==> config.mk <==
export PLATFORM = sky130hd
export DESIGN_NAME = hec_unit
export DESIGN_NICKNAME = d
export VERILOG_FILES = /design/src/rtl/hec_pkg.sv /design/src/rtl/hec_ctrl.sv /design/src/rtl/hec_crc.sv /design/src/rtl/hec_out.sv /design/src/rtl/hec_unit.sv
export SDC_FILE = /design/constraint.sdc
export NUM_CORES = 1
export LEC_CHECK = 0
export ABC_CLOCK_PERIOD_IN_PS = 5700
export BUFFER_PORTS_ARGS = -buffer_cell sky130_fd_sc_hd__buf_4
export CORE_AREA = 2 2 72 74
export CTS_BUF_LIST = sky130_fd_sc_hd__clkbuf_4
export DETAILED_ROUTE_END_ITERATION = 10
export DIE_AREA = 0 0 74 76
export PLACE_DENSITY = 0.68
export SETUP_SLACK_MARGIN = 0.4
export SLEW_MARGIN = 20
export SYNTH_ARGS = -nofsm -noshare
export SYNTH_HDL_FRONTEND = slang
export SYNTH_HIERARCHICAL = 1
export SYNTH_SLANG_ARGS = --single-unit
==> constraint.sdc <==
create_clock -name clk_i -period 5.7 [get_ports clk_i]
set_clock_uncertainty 0.15 [all_clocks]
set_input_delay 0.855 -clock clk_i [delete_from_list [all_inputs] [get_ports clk_i]]
set_output_delay 0.855 -clock clk_i [all_outputs]
set_load 0.1 [all_outputs]
==> src/rtl/hec_pkg.sv <==
package hec_pkg;
  localparam int unsigned OCT_W      = 8;
  localparam logic [7:0]  POLY_DEF   = 8'h07;
  localparam int unsigned HDR_OCT_DEF = 4;

  // one octet folded into the remainder, MSB first
  function automatic logic [OCT_W-1:0] crc_fold(input logic [OCT_W-1:0] rem,
                                                input logic [OCT_W-1:0] octet,
                                                input logic [OCT_W-1:0] poly);
    logic [OCT_W-1:0] r;
    r = rem ^ octet;
    for (int i = 0; i < OCT_W; i++) begin
      r = r[OCT_W-1] ? ((r << 1) ^ poly) : (r << 1);
    end
    return r;
  endfunction
endpackage

==> src/rtl/hec_ctrl.sv <==
module hec_ctrl
  import hec_pkg::*;
#(
  parameter int unsigned HDR_OCT = HDR_OCT_DEF
) (
  input  logic             clk_i,
  input  logic             rst_ni,
  input  logic             sop_i,
  input  logic             vld_i,
  input  logic [OCT_W-1:0] coset_i,
  output logic             fold_o,
  output logic             first_o,
  output logic             last_o,
  output logic             chk_o,
  output logic [OCT_W-1:0] coset_o
);
  localparam int unsigned CNT_W = $clog2(HDR_OCT + 2);
  localparam logic [CNT_W-1:0] CNT_HDR = CNT_W'(HDR_OCT);

  logic [CNT_W-1:0] cnt_q, cnt_d;
  logic [OCT_W-1:0] coset_q;

  assign first_o = vld_i && sop_i;
  assign fold_o  = first_o || (vld_i && cnt_q != '0 && cnt_q < CNT_HDR);
  assign chk_o   = vld_i && !sop_i && cnt_q == CNT_HDR;
  assign last_o  = first_o ? (HDR_OCT == 1) : (fold_o && (cnt_q + 1'b1) == CNT_HDR);
  assign coset_o = first_o ? coset_i : coset_q;

  always_comb begin
    cnt_d = cnt_q;
    if (first_o)     cnt_d = CNT_W'(1);
    else if (fold_o) cnt_d = cnt_q + 1'b1;
    else if (chk_o)  cnt_d = '0;
  end

  always_ff @(posedge clk_i or negedge rst_ni) begin
    if (!rst_ni) begin
      cnt_q   <= '0;
      coset_q <= '0;
    end else begin
      cnt_q <= cnt_d;
      if (first_o) coset_q <= coset_i;
    end
  end
endmodule

==> src/rtl/hec_crc.sv <==
module hec_crc
  import hec_pkg::*;
#(
  parameter logic [OCT_W-1:0] POLY = POLY_DEF
) (
  input  logic             clk_i,
  input  logic             rst_ni,
  input  logic             fold_i,
  input  logic             first_i,
  input  logic [OCT_W-1:0] byte_i,
  output logic [OCT_W-1:0] rem_o,
  output logic [OCT_W-1:0] rem_nxt_o
);
  logic [OCT_W-1:0] rem_q;

  assign rem_nxt_o = crc_fold(first_i ? '0 : rem_q, byte_i, POLY);
  assign rem_o     = rem_q;

  always_ff @(posedge clk_i or negedge rst_ni) begin
    if (!rst_ni)     rem_q <= '0;
    else if (fold_i) rem_q <= rem_nxt_o;
  end
endmodule

==> src/rtl/hec_out.sv <==
module hec_out
  import hec_pkg::*;
#(
  parameter logic [OCT_W-1:0] POLY = POLY_DEF
) (
  input  logic             clk_i,
  input  logic             rst_ni,
  input  logic             last_i,
  input  logic             chk_i,
  input  logic [OCT_W-1:0] rem_i,
  input  logic [OCT_W-1:0] rem_nxt_i,
  input  logic [OCT_W-1:0] byte_i,
  input  logic [OCT_W-1:0] coset_i,
  output logic [OCT_W-1:0] hec_o,
  output logic             hec_vld_o,
  output logic [OCT_W-1:0] syn_o,
  output logic             syn_vld_o,
  output logic             hdr_ok_o
);
  logic [OCT_W-1:0] syn_d;

  // strip coset from received byte, finish the 40-bit division
  assign syn_d = crc_fold(rem_i, byte_i ^ coset_i, POLY);

  always_ff @(posedge clk_i or negedge rst_ni) begin
    if (!rst_ni) begin
      hec_o     <= '0;
      hec_vld_o <= 1'b0;
      syn_o     <= '0;
      syn_vld_o <= 1'b0;
      hdr_ok_o  <= 1'b0;
    end else begin
      hec_vld_o <= last_i;
      syn_vld_o <= chk_i;
      hdr_ok_o  <= chk_i && syn_d == '0;
      if (last_i) hec_o <= rem_nxt_i ^ coset_i;
      if (chk_i)  syn_o <= syn_d;
    end
  end
endmodule

==> src/rtl/hec_unit.sv <==
module hec_unit
  import hec_pkg::*;
#(
  parameter logic [7:0]  POLY    = POLY_DEF,
  parameter int unsigned HDR_OCT = HDR_OCT_DEF
) (
  input  logic       clk_i,
  input  logic       rst_ni,
  input  logic       sop_i,
  input  logic       vld_i,
  input  logic [7:0] byte_i,
  input  logic [7:0] coset_i,
  output logic [7:0] hec_o,
  output logic       hec_vld_o,
  output logic [7:0] syn_o,
  output logic       syn_vld_o,
  output logic       hdr_ok_o
);
  logic             fold, first, last, chk;
  logic [OCT_W-1:0] coset_eff, rem, rem_nxt;

  hec_ctrl #(.HDR_OCT(HDR_OCT)) u_ctrl (
    .clk_i, .rst_ni, .sop_i, .vld_i, .coset_i,
    .fold_o(fold), .first_o(first), .last_o(last), .chk_o(chk), .coset_o(coset_eff)
  );

  hec_crc #(.POLY(POLY)) u_crc (
    .clk_i, .rst_ni, .fold_i(fold), .first_i(first), .byte_i,
    .rem_o(rem), .rem_nxt_o(rem_nxt)
  );

  hec_out #(.POLY(POLY)) u_out (
    .clk_i, .rst_ni, .last_i(last), .chk_i(chk), .rem_i(rem), .rem_nxt_i(rem_nxt),
    .byte_i, .coset_i(coset_eff),
    .hec_o, .hec_vld_o, .syn_o, .syn_vld_o, .hdr_ok_o
  );
endmodule

## Yosys cells after proc, flatten, opt, wreduce, memory -nomap -nowiden

Index checks and enable logic that the tools add are counted.

| word-level totals | value |
|---|---|
| input bits | 20 |
| word-level logic and storage cells | 66 |
| output and inout port bits | 19 |
| bits in registers | 38 |

| cells by class | value |
|---|---|
| eq/ne operators | 2 |
| magnitude comparators | 1 |
| muxes and demuxes | 22 |
| bitwise logic cells | 20 |
| add/subtract/negate cells | 1 |
| reductions and logical operators | 12 |

Operators by type and width:

| operator | count |
|---|---|
| 3-bit 2-to-1 mux | 19 |
| 3-bit inverter | 16 |
| 8-bit XOR | 4 |
| 8-bit 2-to-1 mux | 2 |
| 8-bit zero test | 1 |
| 1-bit logical AND | 7 |
| 3-bit equality test, second input constant | 2 |
| 3-bit nonzero test | 2 |
| 3-bit by 1-bit adder with 3-bit output, second input constant | 1 |
| 3-bit < comparator, second input constant | 1 |
| 1-bit zero test | 1 |
| 1-bit logical OR | 1 |
| 1-bit 2-to-1 mux | 1 |

## Depth between registers and ports, before layout

| logic depth | value |
|---|---|
| depth in word-level cells | 22 |
| depth in mapped cells | 9 |
| gate-level depth less buffers | 9 |

## By module

Netlist, hierarchy kept.

Modules (own cells, without submodules):

| module | cells an instance | seq. area each (um^2) | instances | area an instance (um^2) |
|---|---|---|---|---|
| hec_out | 84 | 475.5 | 1 | 1,087.3 |
| hec_crc | 73 | 200.2 | 1 | 765.7 |
| hec_ctrl | 45 | 275.3 | 1 | 519.2 |

## Least setup slack after synthesis

OpenSTA, ideal clock, no wires.

| timing path | value |
|---|---|
| path type | input -> register |
| start | input port vld_i |
| end | register u_out.hec_o[2] |
| slack | 3.018 ns |
| path buffers | 0 |
| library setup time | 0.137 ns |
| arrival time | 2.395 ns |
| required time | 5.413 ns |
| stages | 9 |
| path through | nand2_4 -> inv_1 -> nor2b_2 -> xnor3_1 -> xnor2_2 -> xnor3_1 -> inv_1 -> xnor2_1 -> a21oi_1 |

| on the way | value |
|---|---|
| longest elaborated chain between the ends | 9 |
| elaborated cells on any way between the ends | 19 |
| those cells by class | mux (8); bitwise (6); reduce/logical (5) |

Ends and longest elaborated chain:

| element | RTL line | text |
|---|---|---|
| from (decl) | hec_unit.sv:10 | `input logic vld_i,` |
| 1-bit logical AND (*) | hec_ctrl.sv:23 | `assign first_o = vld_i && sop_i;` |
| via first | hec_unit.sv:19 | `logic fold, first, last, chk;` |
| 8-bit 2-to-1 mux (*) | hec_crc.sv:16 | `assign rem_nxt_o = crc_fold(first_i ? '0 : rem_q, byte_i, POLY);` |
| 8-bit XOR (*) | hec_pkg.sv:11 | `r = rem ^ octet;` |
| 3-bit 2-to-1 mux or 3-bit inverter (tied branches) | - |  |
| 3-bit inverter (no line) or 3-bit 2-to-1 mux (tied branches) | - |  |
| 3-bit 2-to-1 mux or 3-bit inverter (tied branches) | - |  |
| 3-bit inverter (no line) or 3-bit 2-to-1 mux (tied branches) | - |  |
| 3-bit 2-to-1 mux (*) | hec_pkg.sv:13 | `r = r[OCT_W-1] ? ((r << 1) ^ poly) : (r << 1);` |
| via rem_nxt[2] | hec_unit.sv:20 | `logic [OCT_W-1:0] coset_eff, rem, rem_nxt;` |
| 8-bit XOR (*) | hec_out.sv:36 | `if (last_i) hec_o <= rem_nxt_i ^ coset_i;` |
| to (signal assigned) | hec_out.sv:36 |  |
| to (decl) | hec_out.sv:14 | `output logic [OCT_W-1:0] hec_o,` |

Mark *: on every way through the listed nets, which the timed path passes. The rest lies on a longest branch.
A chain may end at the register's enable or synchronous reset.

## Worst setup path in the final report

Same ends and word-level chain as after synthesis.

==> load_flow_metrics.sql <==
INSERT INTO impl_metrics (metric_group, metric, value, unit) VALUES
('run_status', 'status', 'complete, no violations', ''),
('logic_synthesis', 'synth.net_count', '225', ''),
('logic_synthesis', 'netlist.area_leader.share', '0.401', ''),
('die', 'floorplan.initialDensity', '0.483', ''),
('timing', 'headroom_to_the_max_slew_limit', '0.345', ''),
('placed_design', 'gp_routability_congestion', '0.813', ''),
('timing', 'worst-slew-pin-transition', '979', 'ps'),
('finish', 'antenna_cells', '0', ''),
('detailed_routing', 'vias', '1481', ''),
('critical_path', 'critical_path.endpoint_type', 'flop', ''),
('logic_synthesis', 'dominantRegCellSynth', 'dfrtp_1', ''),
('critical_path', 'cp.buffers_inverters', '3', ''),
('cts', 'cts-buffers-inserted', '5', ''),
('global_route', 'globalRouteTotalUtil', '0.166', ''),
('timing', 'drv_slew', '0', ''),
('timing', 'hold_slack', '319', 'ps'),
('finish', 'multi_input_combinational_cell_area', '1350', 'sq um'),
('die', 'dieArea', '5620', 'sq um'),
('logic_synthesis', 'synthMostInstantiatedCell', 'dfrtp_1', ''),
('timing', 'hold_viol', '0', ''),
('logic_synthesis', 'seq_area_frac_synth', '0.401', ''),
('logic_synthesis', 'cell_accounting_for_the_most_synthesized_area', 'dfrtp_1', ''),
('die', 'core_area', '4910', 'sq um'),
('critical_path', 'slowest_delay', '450', 'ps'),
('detailed_routing', 'drc', '0', ''),
('detailed_routing', 'drtPass1Iterations', '4', ''),
('worst_hold_path', 'min_path_type', 'input port to asynchronous set/reset pin', ''),
('logic_synthesis', 'synth.cell_area', '2370', 'sq um'),
('logic_synthesis', 'netlist_instances', '202', ''),
('cts', 'htree_levels', '2', ''),
('die', 'std_cell_rows', '26', ''),
('finish', 'final_nets', '265', ''),
('cts', 'clock_tree_from_tritoncts', 'yes', ''),
('timing', 'fmaxAchievable', '357', 'MHz'),
('placed_design', 'place.port_buffers', '38', ''),
('critical_path', 'cpLargestDelayFamily', 'XOR/XNOR gates', ''),
('critical_path', 'crit_path_start_kind', 'input port', ''),
('logic_synthesis', 'synth_edf_count', '0', ''),
('finish', 'layout.filler_cells', '427', ''),
('die', 'die-height', '76', 'um'),
('logic_synthesis', 'synthDistinctLibCells', '30', ''),
('global_route', 'grt_pass1_vias', '1515', ''),
('cts', 'cts.path.max_buffers', '2', ''),
('timing', 'setup_viol', '0', ''),
('global_route', 'grt_start_max_net_pins', '39', ''),
('die', 'die-width', '74', 'um'),
('finish', 'synthToLayoutAreaGrowth', '16.6', '%'),
('placed_design', 'post-dp-hpwl', '3150', 'um'),
('cts', 'insertion_delay_of_the_later_clocked_pin_in_the_worst_skew_pair', '330', 'ps'),
('cts', 'cts_setup_buffers', '0', ''),
('logic_synthesis', 'yosys_warnings', '6', ''),
('global_route', 'grt_first_pass_wirelength', '7190', 'um'),
('cts', 'cts_hold_repair.buffers', '0', ''),
('detailed_routing', 'finalWirelength', '4200', 'um'),
('detailed_routing', 'drt_iter0_drc', '46', ''),
('critical_path', 'worst_ep_required_time', '5730', 'ps'),
('critical_path', 'timing.critical_path.cells', 'buf_4 -> nand2_4 -> inv_1 -> nor2b_2 -> xnor3_1 -> xnor2_2 -> xnor3_1 -> inv_1 -> xnor2_1 -> a21oi_1', ''),
('flow_run', 'max_cap_viol_count', '0', ''),
('timing', 'period_share', '0.491', ''),
('cts', 'resized_cells_post_cts', '0', ''),
('cts', 'cts.sinks', '38', ''),
('logic_synthesis', 'asyncSetResetFlopFracSynth', '1.00', ''),
('finish', 'final_layout_size_suffix_gt1_frac', '0.292', ''),
('cts', 'clk_root_buffer_cell', 'clkbuf_4', ''),
('cts', 'clk_pin_slew_worst_paths', '110', 'ps'),
('timing', 'finalWorstPathRequiredPeriod', '2800', 'ps'),
('logic_synthesis', 'ys_seq_elements', '38', ''),
('critical_path', 'worst_ep_arrival_time', '2830', 'ps'),
('critical_path', 'timing.critical_path.slowest_stage_cell', 'xnor3_1', ''),
('detailed_routing', 'routedWlPerCell', '13.4', 'um'),
('critical_path', 'crit_path_max_fanout', '13', ''),
('critical_path', 'kind_of_critical_path', 'input port to flop', ''),
('timing', 'aggregate_negative_setup_slack', '0', 'ps'),
('logic_synthesis', 'ys_top_cells_by_count', 'dfrtp_1, xnor2_1, nor2_1', ''),
('detailed_routing', 'vias_per_cell', '4.73', ''),
('logic_synthesis', 'syn_area_per_cell', '11.7', 'sq um'),
('global_route', 'globalRouteOverflowTotal', '0', ''),
('logic_synthesis', 'synth.area.top_cells', 'dfrtp_1, xnor2_1, xnor3_1', ''),
('die', 'num_io_pins', '39', ''),
('global_route', 'initial_antenna_violation_count', '0', ''),
('finish', 'area.sequential', '951', 'sq um'),
('detailed_routing', 'ant_nets', '0', ''),
('timing', 'grt_setup_unrepaired', 'false', '');
[stage by stage]
stage	util	instance area, sq um	setup slack, ps	std cells
after floorplan	-	2370	3020	202
after global placement	0.552	2710	2580	305
after detailed placement	0.552	2710	2520	305
after CTS	0.563	2770	2890	313
after global routing	0.563	2770	2770	313
final	0.563	2770	2900	313
[registers in the layout, indices dropped and copies added (netlist names)]
| name | cells |
|---|---|
| u_crc/rem_o | 8 |
| u_out/syn_vld_o | 1 |
| u_out/hec_o | 8 |
| u_out/hdr_ok_o | 1 |
| u_out/syn_o | 8 |
| u_ctrl/coset_q | 8 |
| u_ctrl/cnt_q | 3 |
| u_out/hec_vld_o | 1 |
[layout by cell type, fill, tap and decap left out, drive strengths merged]
cell       n
xnor2     39
buf       38
dfrtp     38
nor2      27
a21oi     18
mux2      16
xnor3     13
inv       11
clkbuf     5
mux2i      5
xor2       5
nand3      4
nand2      4
o21ai      3
ha         3
nor2b      3
a32oi      2
clkinv     2
clkinvlp   1
xor3       1
a21boi     1
or2b       1
o22ai      1
nand4      1
nor4       1
[kinds of logic after synthesis]
logic type      after synthesis  share of synthesized area
fa+ha+maj                     3                     0.0158
simple gates                 41                     0.0781
buf+inv                      16                     0.0316
flops                        38                      0.401
mux                          21                      0.100
xor+xnor                     58                      0.316
compound gates               25                     0.0575
[cell type report]
class,instances,area share
clock buffer,5,0.0136
tap,70,0.0317
inverter,11,0.0149
timing repair buffer,38,0.103
clock inverter,3,0.00588
sequential,38,0.344
multi-input combinational,148,0.487
[path summary, 6_finish.rpt]
check | start | end | slack (ps) | cells after the start
min | rst_ni | u_out/syn_o[7] | 320 | 1
max reg2reg | u_ctrl/cnt_q[0] | u_crc/rem_o[4] | 3180 | 8
max | vld_i | u_out/hec_o[2] | 2900 | 10
min in group clk_i | u_out/syn_o[4] | u_out/syn_o[4] | 380 | 2
max in group asynchronous | rst_ni | u_out/hec_o[6] | 4730 | 1
min reg2reg | u_out/syn_o[4] | u_out/syn_o[4] | 380 | 2
[routing by layer]
layer	up-vias	wire length (um)	global-route usage
met5	-	0	0
met4	0	34	0.0436
met3	4	167	0.0397
met2	32	2000	0.261
met1	695	2000	0.231
li1	750	-	-
[worst reg2reg max path: stages, from the launching register on]
cell     delay, ps
dfrtp_1        420
inv_1           80
ha_1           250
nor2_1         210
nor2_1          70
nor2_1         670
a32oi_1        220
mux2_2         300
o21ai_0         80
Power is left out: the tool's default activity adds up to more than one toggle a clock period on the data nets, which glitch-free logic cannot reach.
